[config.mk]
export PLATFORM = sky130hd
export DESIGN_NAME = nand_bus_seq
export DESIGN_NICKNAME = d
export VERILOG_FILES = /design/src/rtl/nbs_pkg.sv /design/src/rtl/nbs_cycle_timer.sv /design/src/rtl/nbs_rb_sync.sv /design/src/rtl/nbs_pin_map.sv /design/src/rtl/nand_bus_seq.sv
export SDC_FILE = /design/constraint.sdc
export NUM_CORES = 1
export LEC_CHECK = 0
export CORE_MARGIN = 2
export CORE_UTILIZATION = 53
export DETAILED_ROUTE_END_ITERATION = 12
export PLACE_DENSITY = 0.85
export SLEW_MARGIN = 20
export SYNTH_ARGS = -nofsm -noshare
export SYNTH_HDL_FRONTEND = slang
export SYNTH_HIERARCHICAL = 1
export SYNTH_SLANG_ARGS = --single-unit
[constraint.sdc]
create_clock -name clk -period 4.3 [get_ports clk]
set_input_delay 0.86 -clock clk [delete_from_list [all_inputs] [get_ports clk]]
set_output_delay 0.86 -clock clk [all_outputs]
set_load 0.01 [all_outputs]
[src/rtl/nbs_pkg.sv]
package nbs_pkg;

    typedef enum logic [2:0] {
        OP_CMD   = 3'd0,
        OP_ADDR  = 3'd1,
        OP_WDATA = 3'd2,
        OP_RDATA = 3'd3,
        OP_WAIT  = 3'd4
    } nbs_op_e;

    typedef enum logic [2:0] {
        PH_IDLE,
        PH_SETUP,
        PH_STROBE,
        PH_RECOV,
        PH_GUARD,
        PH_POLL
    } nbs_phase_e;

    typedef struct packed {
        logic ce_n;
        logic cle;
        logic ale;
        logic we_n;
        logic re_n;
        logic oe;
    } nbs_pins_t;

    localparam nbs_pins_t PINS_PARKED = '{ce_n: 1'b1, cle: 1'b0, ale: 1'b0,
                                          we_n: 1'b1, re_n: 1'b1, oe: 1'b0};

    function automatic logic op_is_write(input logic [2:0] op);
        return (op == OP_CMD) || (op == OP_ADDR) || (op == OP_WDATA);
    endfunction

    function automatic logic op_is_byte(input logic [2:0] op);
        return op_is_write(op) || (op == OP_RDATA);
    endfunction

    function automatic int imax(input int a, input int b);
        return (a > b) ? a : b;
    endfunction

endpackage

[src/rtl/nbs_cycle_timer.sv]
module nbs_cycle_timer #(
    parameter int CW = 8
) (
    input  logic          clk,
    input  logic          rst,
    input  logic          load,
    input  logic [CW-1:0] load_val,
    output logic          zero
);
    logic [CW-1:0] cnt;

    always_ff @(posedge clk) begin
        if (rst)
            cnt <= '0;
        else if (load)
            cnt <= load_val;
        else if (cnt != '0)
            cnt <= cnt - 1'b1;
    end

    assign zero = (cnt == '0);
endmodule

[src/rtl/nbs_rb_sync.sv]
module nbs_rb_sync #(
    parameter int STAGES = 2
) (
    input  logic clk,
    input  logic rst,
    input  logic rb_raw,
    output logic rb_ready
);
    logic [STAGES-1:0] sh;

    generate
        for (genvar i = 0; i < STAGES; i++) begin : g_stage
            if (i == 0) begin : g_first
                always_ff @(posedge clk) begin
                    if (rst) sh[0] <= 1'b0;
                    else     sh[0] <= rb_raw;
                end
            end else begin : g_next
                always_ff @(posedge clk) begin
                    if (rst) sh[i] <= 1'b0;
                    else     sh[i] <= sh[i-1];
                end
            end
        end
    endgenerate

    assign rb_ready = sh[STAGES-1];
endmodule

[src/rtl/nbs_pin_map.sv]
module nbs_pin_map
    import nbs_pkg::*;
(
    input  nbs_phase_e ph,
    input  logic [2:0] op,
    output nbs_pins_t  pins
);
    logic in_byte;
    logic wr;

    always_comb begin
        in_byte = (ph == PH_SETUP) || (ph == PH_STROBE) || (ph == PH_RECOV);
        wr      = op_is_write(op);
        pins    = PINS_PARKED;
        if (ph != PH_IDLE) pins.ce_n = 1'b0;
        if (in_byte) begin
            pins.cle = (op == OP_CMD);
            pins.ale = (op == OP_ADDR);
            pins.oe  = wr;
        end
        if (ph == PH_STROBE) begin
            pins.we_n = ~wr;
            pins.re_n = ~(op == OP_RDATA);
        end
    end
endmodule

[src/rtl/nand_bus_seq.sv]
module nand_bus_seq
    import nbs_pkg::*;
#(
    parameter int DATA_W   = 8,
    parameter int T_SETUP  = 2,
    parameter int T_LOW    = 3,
    parameter int T_HIGH   = 2,
    parameter int T_HOLD   = 2,
    parameter int T_WB     = 25,
    parameter int BUSY_CYC = 5000,
    parameter int USE_RB   = 1
) (
    input  logic              clk,
    input  logic              rst,
    input  logic              req_valid,
    output logic              req_ready,
    input  logic [2:0]        req_op,
    input  logic [DATA_W-1:0] req_wdata,
    output logic              rsp_done,
    output logic [DATA_W-1:0] rsp_rdata,
    output logic              nand_ce_n,
    output logic              nand_cle,
    output logic              nand_ale,
    output logic              nand_we_n,
    output logic              nand_re_n,
    output logic [DATA_W-1:0] nand_io_out,
    output logic              nand_io_oe,
    input  logic [DATA_W-1:0] nand_io_in,
    input  logic              nand_rb
);
    localparam int MAXV  = imax(imax(imax(T_SETUP, T_LOW), imax(T_HIGH, T_HOLD)),
                                imax(T_WB, BUSY_CYC));
    localparam int CW    = $clog2(MAXV + 1);
    localparam int WAITV = (USE_RB != 0) ? T_WB : BUSY_CYC;

    nbs_phase_e        ph;
    logic [2:0]        op_q;
    logic [DATA_W-1:0] wd_q;
    logic [DATA_W-1:0] rd_q;
    logic              done_q;

    logic              t_load;
    logic [CW-1:0]     t_val;
    logic              t_zero;
    logic              rb_ok;
    nbs_pins_t         pins;

    nbs_cycle_timer #(.CW(CW)) u_timer (
        .clk(clk), .rst(rst), .load(t_load), .load_val(t_val), .zero(t_zero)
    );

    nbs_rb_sync #(.STAGES(2)) u_rb (
        .clk(clk), .rst(rst), .rb_raw(nand_rb), .rb_ready(rb_ok)
    );

    nbs_pin_map u_pins (.ph(ph), .op(op_q), .pins(pins));

    // Timer reload at the entry of each timed phase.
    always_comb begin
        t_load = 1'b0;
        t_val  = '0;
        unique case (ph)
            PH_IDLE: if (req_valid) begin
                if (op_is_byte(req_op)) begin
                    t_load = 1'b1;
                    t_val  = CW'(T_SETUP - 1);
                end else if (req_op == OP_WAIT) begin
                    t_load = 1'b1;
                    t_val  = CW'(WAITV - 1);
                end
            end
            PH_SETUP: if (t_zero) begin
                t_load = 1'b1;
                t_val  = CW'(T_LOW - 1);
            end
            PH_STROBE: if (t_zero) begin
                t_load = 1'b1;
                t_val  = op_is_write(op_q) ? CW'(T_HOLD - 1) : CW'(T_HIGH - 1);
            end
            default: ;
        endcase
    end

    always_ff @(posedge clk) begin
        if (rst) begin
            ph     <= PH_IDLE;
            op_q   <= '0;
            wd_q   <= '0;
            rd_q   <= '0;
            done_q <= 1'b0;
        end else begin
            done_q <= 1'b0;
            unique case (ph)
                PH_IDLE: if (req_valid) begin
                    op_q <= req_op;
                    wd_q <= req_wdata;
                    if (op_is_byte(req_op))      ph <= PH_SETUP;
                    else if (req_op == OP_WAIT)  ph <= PH_GUARD;
                    else                         done_q <= 1'b1;
                end
                PH_SETUP:  if (t_zero) ph <= PH_STROBE;
                PH_STROBE: if (t_zero) begin
                    if (op_q == OP_RDATA) rd_q <= nand_io_in;
                    ph <= PH_RECOV;
                end
                PH_RECOV: if (t_zero) begin
                    ph     <= PH_IDLE;
                    done_q <= 1'b1;
                end
                PH_GUARD: if (t_zero) begin
                    if (USE_RB != 0) begin
                        ph <= PH_POLL;
                    end else begin
                        ph     <= PH_IDLE;
                        done_q <= 1'b1;
                    end
                end
                PH_POLL: if (rb_ok) begin
                    ph     <= PH_IDLE;
                    done_q <= 1'b1;
                end
                default: ph <= PH_IDLE;
            endcase
        end
    end

    assign req_ready   = (ph == PH_IDLE);
    assign rsp_done    = done_q;
    assign rsp_rdata   = rd_q;
    assign nand_ce_n   = pins.ce_n;
    assign nand_cle    = pins.cle;
    assign nand_ale    = pins.ale;
    assign nand_we_n   = pins.we_n;
    assign nand_re_n   = pins.re_n;
    assign nand_io_oe  = pins.oe;
    assign nand_io_out = wd_q;
endmodule

==> impl_metrics.env <==
export IMPL_area_growth_pct=31.1
export IMPL_hold_class="flip-flop to flip-flop"
export IMPL_finalPower_w=0.00154
export IMPL_seq_area_frac_synth_pct=39.8
export IMPL_dieArea_sq_um=4100
export IMPL_peakVddDrop_mv=0.373
export IMPL_crit_fanout=14
export IMPL_seq_area_sq_um=761
export IMPL_outcome="completed"
export IMPL_synth_cells=222
export IMPL_synth_edf_count=0
export IMPL_cts_setup_buffers=0
export IMPL_die_y_microns=64.0
export IMPL_synthFlopType="dfxtp_1"
export IMPL_ios=47
export IMPL_grt_usage_pct=22.9
export IMPL_p_int_w=0.000935
export IMPL_ys_seq_elements=38
export IMPL_die_w_microns=64.0
export IMPL_hold_violations=0
export IMPL_synth_area_per_cell_sq_um=8.60
export IMPL_vias_per_cell=5.39
export IMPL_whs_ns=0.461
export IMPL_grt_first_pass_wirelength_mm=7.33
export IMPL_n_fill_cell=263
export IMPL_critPathLaunchType="flip-flop"
export IMPL_drt_iter0_drc=74
export IMPL_clkTransAtPathRegs_ns=0.11
export IMPL_crit_chain="nor2_1, nor4b_2, clkdlybuf4s50_1"
export IMPL_dp_cells=314
export IMPL_cp_data_required_time_ns=3.44
export IMPL_nNetsFinal=300
export IMPL_p_switching_w=0.000607
export IMPL_pwr_share_comb_pct=49.3
export IMPL_drc=0
export IMPL_gp_congestion=0.809
export IMPL_slew_viol_final=0
export IMPL_row_count=21
export IMPL_switching_share_pct=39.4
export IMPL_cpLargestDelayFamily="flip-flops"
export IMPL_max_freq_ghz=0.343
export IMPL_cp_data_arrival_time_ns=2.06
export IMPL_grt_setup_unrepaired="no"
export IMPL_antenna_diode_count=0
export IMPL_synthDistinctLibCells=56
export IMPL_overflow=0
export IMPL_p_clk_share_pct=14.8
export IMPL_mostFrequentLayoutCells="46 x clkdlybuf4s50_1, 38 x dfxtp_1, 37 x nand2_1"
export IMPL_max_stage_delay_ns=0.68
export IMPL_multi_input_area_sq_um=1100
export IMPL_ys_warn_count=6
export IMPL_cts_tree="built"
export IMPL_htreeDepth=2
export IMPL_skew_ns=0.00726
export IMPL_antenna_found_initial=0
export IMPL_core_area_sq_um=3390
export IMPL_grt_pass1_vias=1574
export IMPL_wirelength_mm=4.32
export IMPL_post_route_cells_drive_above_1_share_pct=8.70
export IMPL_synth_area_sq_um=1910
export IMPL_hpwl_mm=3.13
export IMPL_avgRoutedWirePerCell_microns=13.4
export IMPL_tightest_slew_ns=0.762
export IMPL_min_period_ns=2.92
export IMPL_slew_headroom_pct=49.0
export IMPL_endpoint_kind="output pin"
export IMPL_tns_ns=0
export IMPL_fin_crit_sh_pct=67.9
export IMPL_ant_nets=0
export IMPL_clk_latency_ns=0.35
export IMPL_stdcell_count=322
export IMPL_drt_pass1_iterations=4
export IMPL_cts_resized=0
export IMPL_cts_buffers_inserted=5
export IMPL_cts_buffer_depth=2
export IMPL_slowest_stage="dfxtp_1"
export IMPL_root_buffer="clkbuf_4"
export IMPL_cts_hold_buf=0
export IMPL_setup_viol=0
export IMPL_drv_cap=0
export IMPL_path_class="flip-flop to output pin"
export IMPL_layout_commonest_cell="clkdlybuf4s50_1"
export IMPL_grt_max_degree=22
export IMPL_start_util_pct=56.3
export IMPL_seqPwrFrac_pct=35.9
export IMPL_async_reset_ff_share_pct=0
export IMPL_cts_num_sinks=38
export IMPL_leakagePower_nw=0.871
export IMPL_port_buffers=46
export IMPL_via_count=1735
export IMPL_pwr_density_cell_nw_per_um2=616
export IMPL_crit_buf_inv=1
[worst paths after layout]
check / cells after the start / from / slack [ns] / end
worst min-delay path: 2 / nand_io_out[2] / 0.46 / nand_io_out[2]
worst max register to register: 9 / u_timer/cnt[0] / 1.51 / rsp_rdata[1]
worst max-delay path: 3 / ph[1] / 1.38 / nand_ale
worst min register to register: 2 / nand_io_out[2] / 0.46 / nand_io_out[2]
[cell usage after synthesis, types with 2 or more instances]
library cell	count	area (sq um)
mux2i_1	9	90.1
o22ai_1	6	37.5
clkbuf_1	6	22.5
o31ai_1	2	15.0
nor3_1	6	30.0
xnor2_1	7	61.3
buf_2	2	10.0
o21a_1	2	15.0
nor2_1	13	48.8
nor4_1	4	25.0
nor3b_1	4	30.0
a21oi_1	18	90.1
ha_1	2	25.0
inv_1	7	26.3
buf_4	3	22.5
or4_1	4	30.0
or3_1	4	25.0
o21ai_0	4	20.0
o32ai_1	2	17.5
or2_2	2	12.5
a31oi_1	2	12.5
nor2b_1	2	12.5
o31a_1	2	17.5
nand2b_1	3	18.8
nor4b_1	2	17.5
dfxtp_1	38	761
nand2_1	37	139
[logic make-up after synthesis]
family | after synthesis | synth area share (%)
other cells | 1 | 0.196
flops | 38 | 39.8
fa+ha+maj | 2 | 1.31
simple gates | 95 | 28.4
mux | 10 | 5.31
buf+inv | 18 | 4.26
xor+xnor | 8 | 3.67
compound gates | 50 | 17.0
[through the flow]
step | utilization, % | worst slack, ns | area [sq um]
finish | 73.9 | 1.38 | 2500
global route | 73.9 | 1.22 | 2500
CTS | 73.9 | 1.38 | 2500
detailed placement | 71.5 | 1.46 | 2420
global placement | 71.5 | 1.47 | 2420
floorplan | - | 1.51 | 1940
[power groups by stage]
stage,clock network (W),registers [W],logic [W]
4_1_cts,0.000231,0.000549,0.000759
5_1_grt,0.000248,0.000567,0.000843
6_report,0.000228,0.000554,0.000761
3_3_place_gp,0,0.000553,0.000744
3_5_place_dp,0,0.000556,0.000754
2_1_floorplan,0,0.000521,0.000583
[state kept, by name, indices dropped and copies added, names as in the netlist]
register and cells:
u_timer/cnt 13, op_q 3, rsp_done 1, ph 3, u_rb/sh 1, nand_io_out 8, u_rb/rb_ready 1, rsp_rdata 8
[tightest hold or removal path: stages, from the launching register on]
cell	delay [ns]
dfxtp_1	0.32
nand2_1	0.05
a21oi_1	0.05
[area by class of cell]
type                            count  share of cell area, %
Inverter                            7                   1.05
Multi-Input combinational cell    174                   43.8
Clock buffer                        8                   3.15
Sequential cell                    38                   30.4
Timing Repair Buffer               49                   19.3
Tap cell                           46                   2.30
[layer usage]
metal	track usage [%]	vias to the layer above	share of wire, %	wire, microns
met3	5.63	7	5.3	228
met1	29.1	798	45	1960
met5	0	-	0	0
met2	37.4	38	48	2070
li1	-	892	-	-
met4	8.97	0	1.3	58
(Power assumes the default switching activity.)
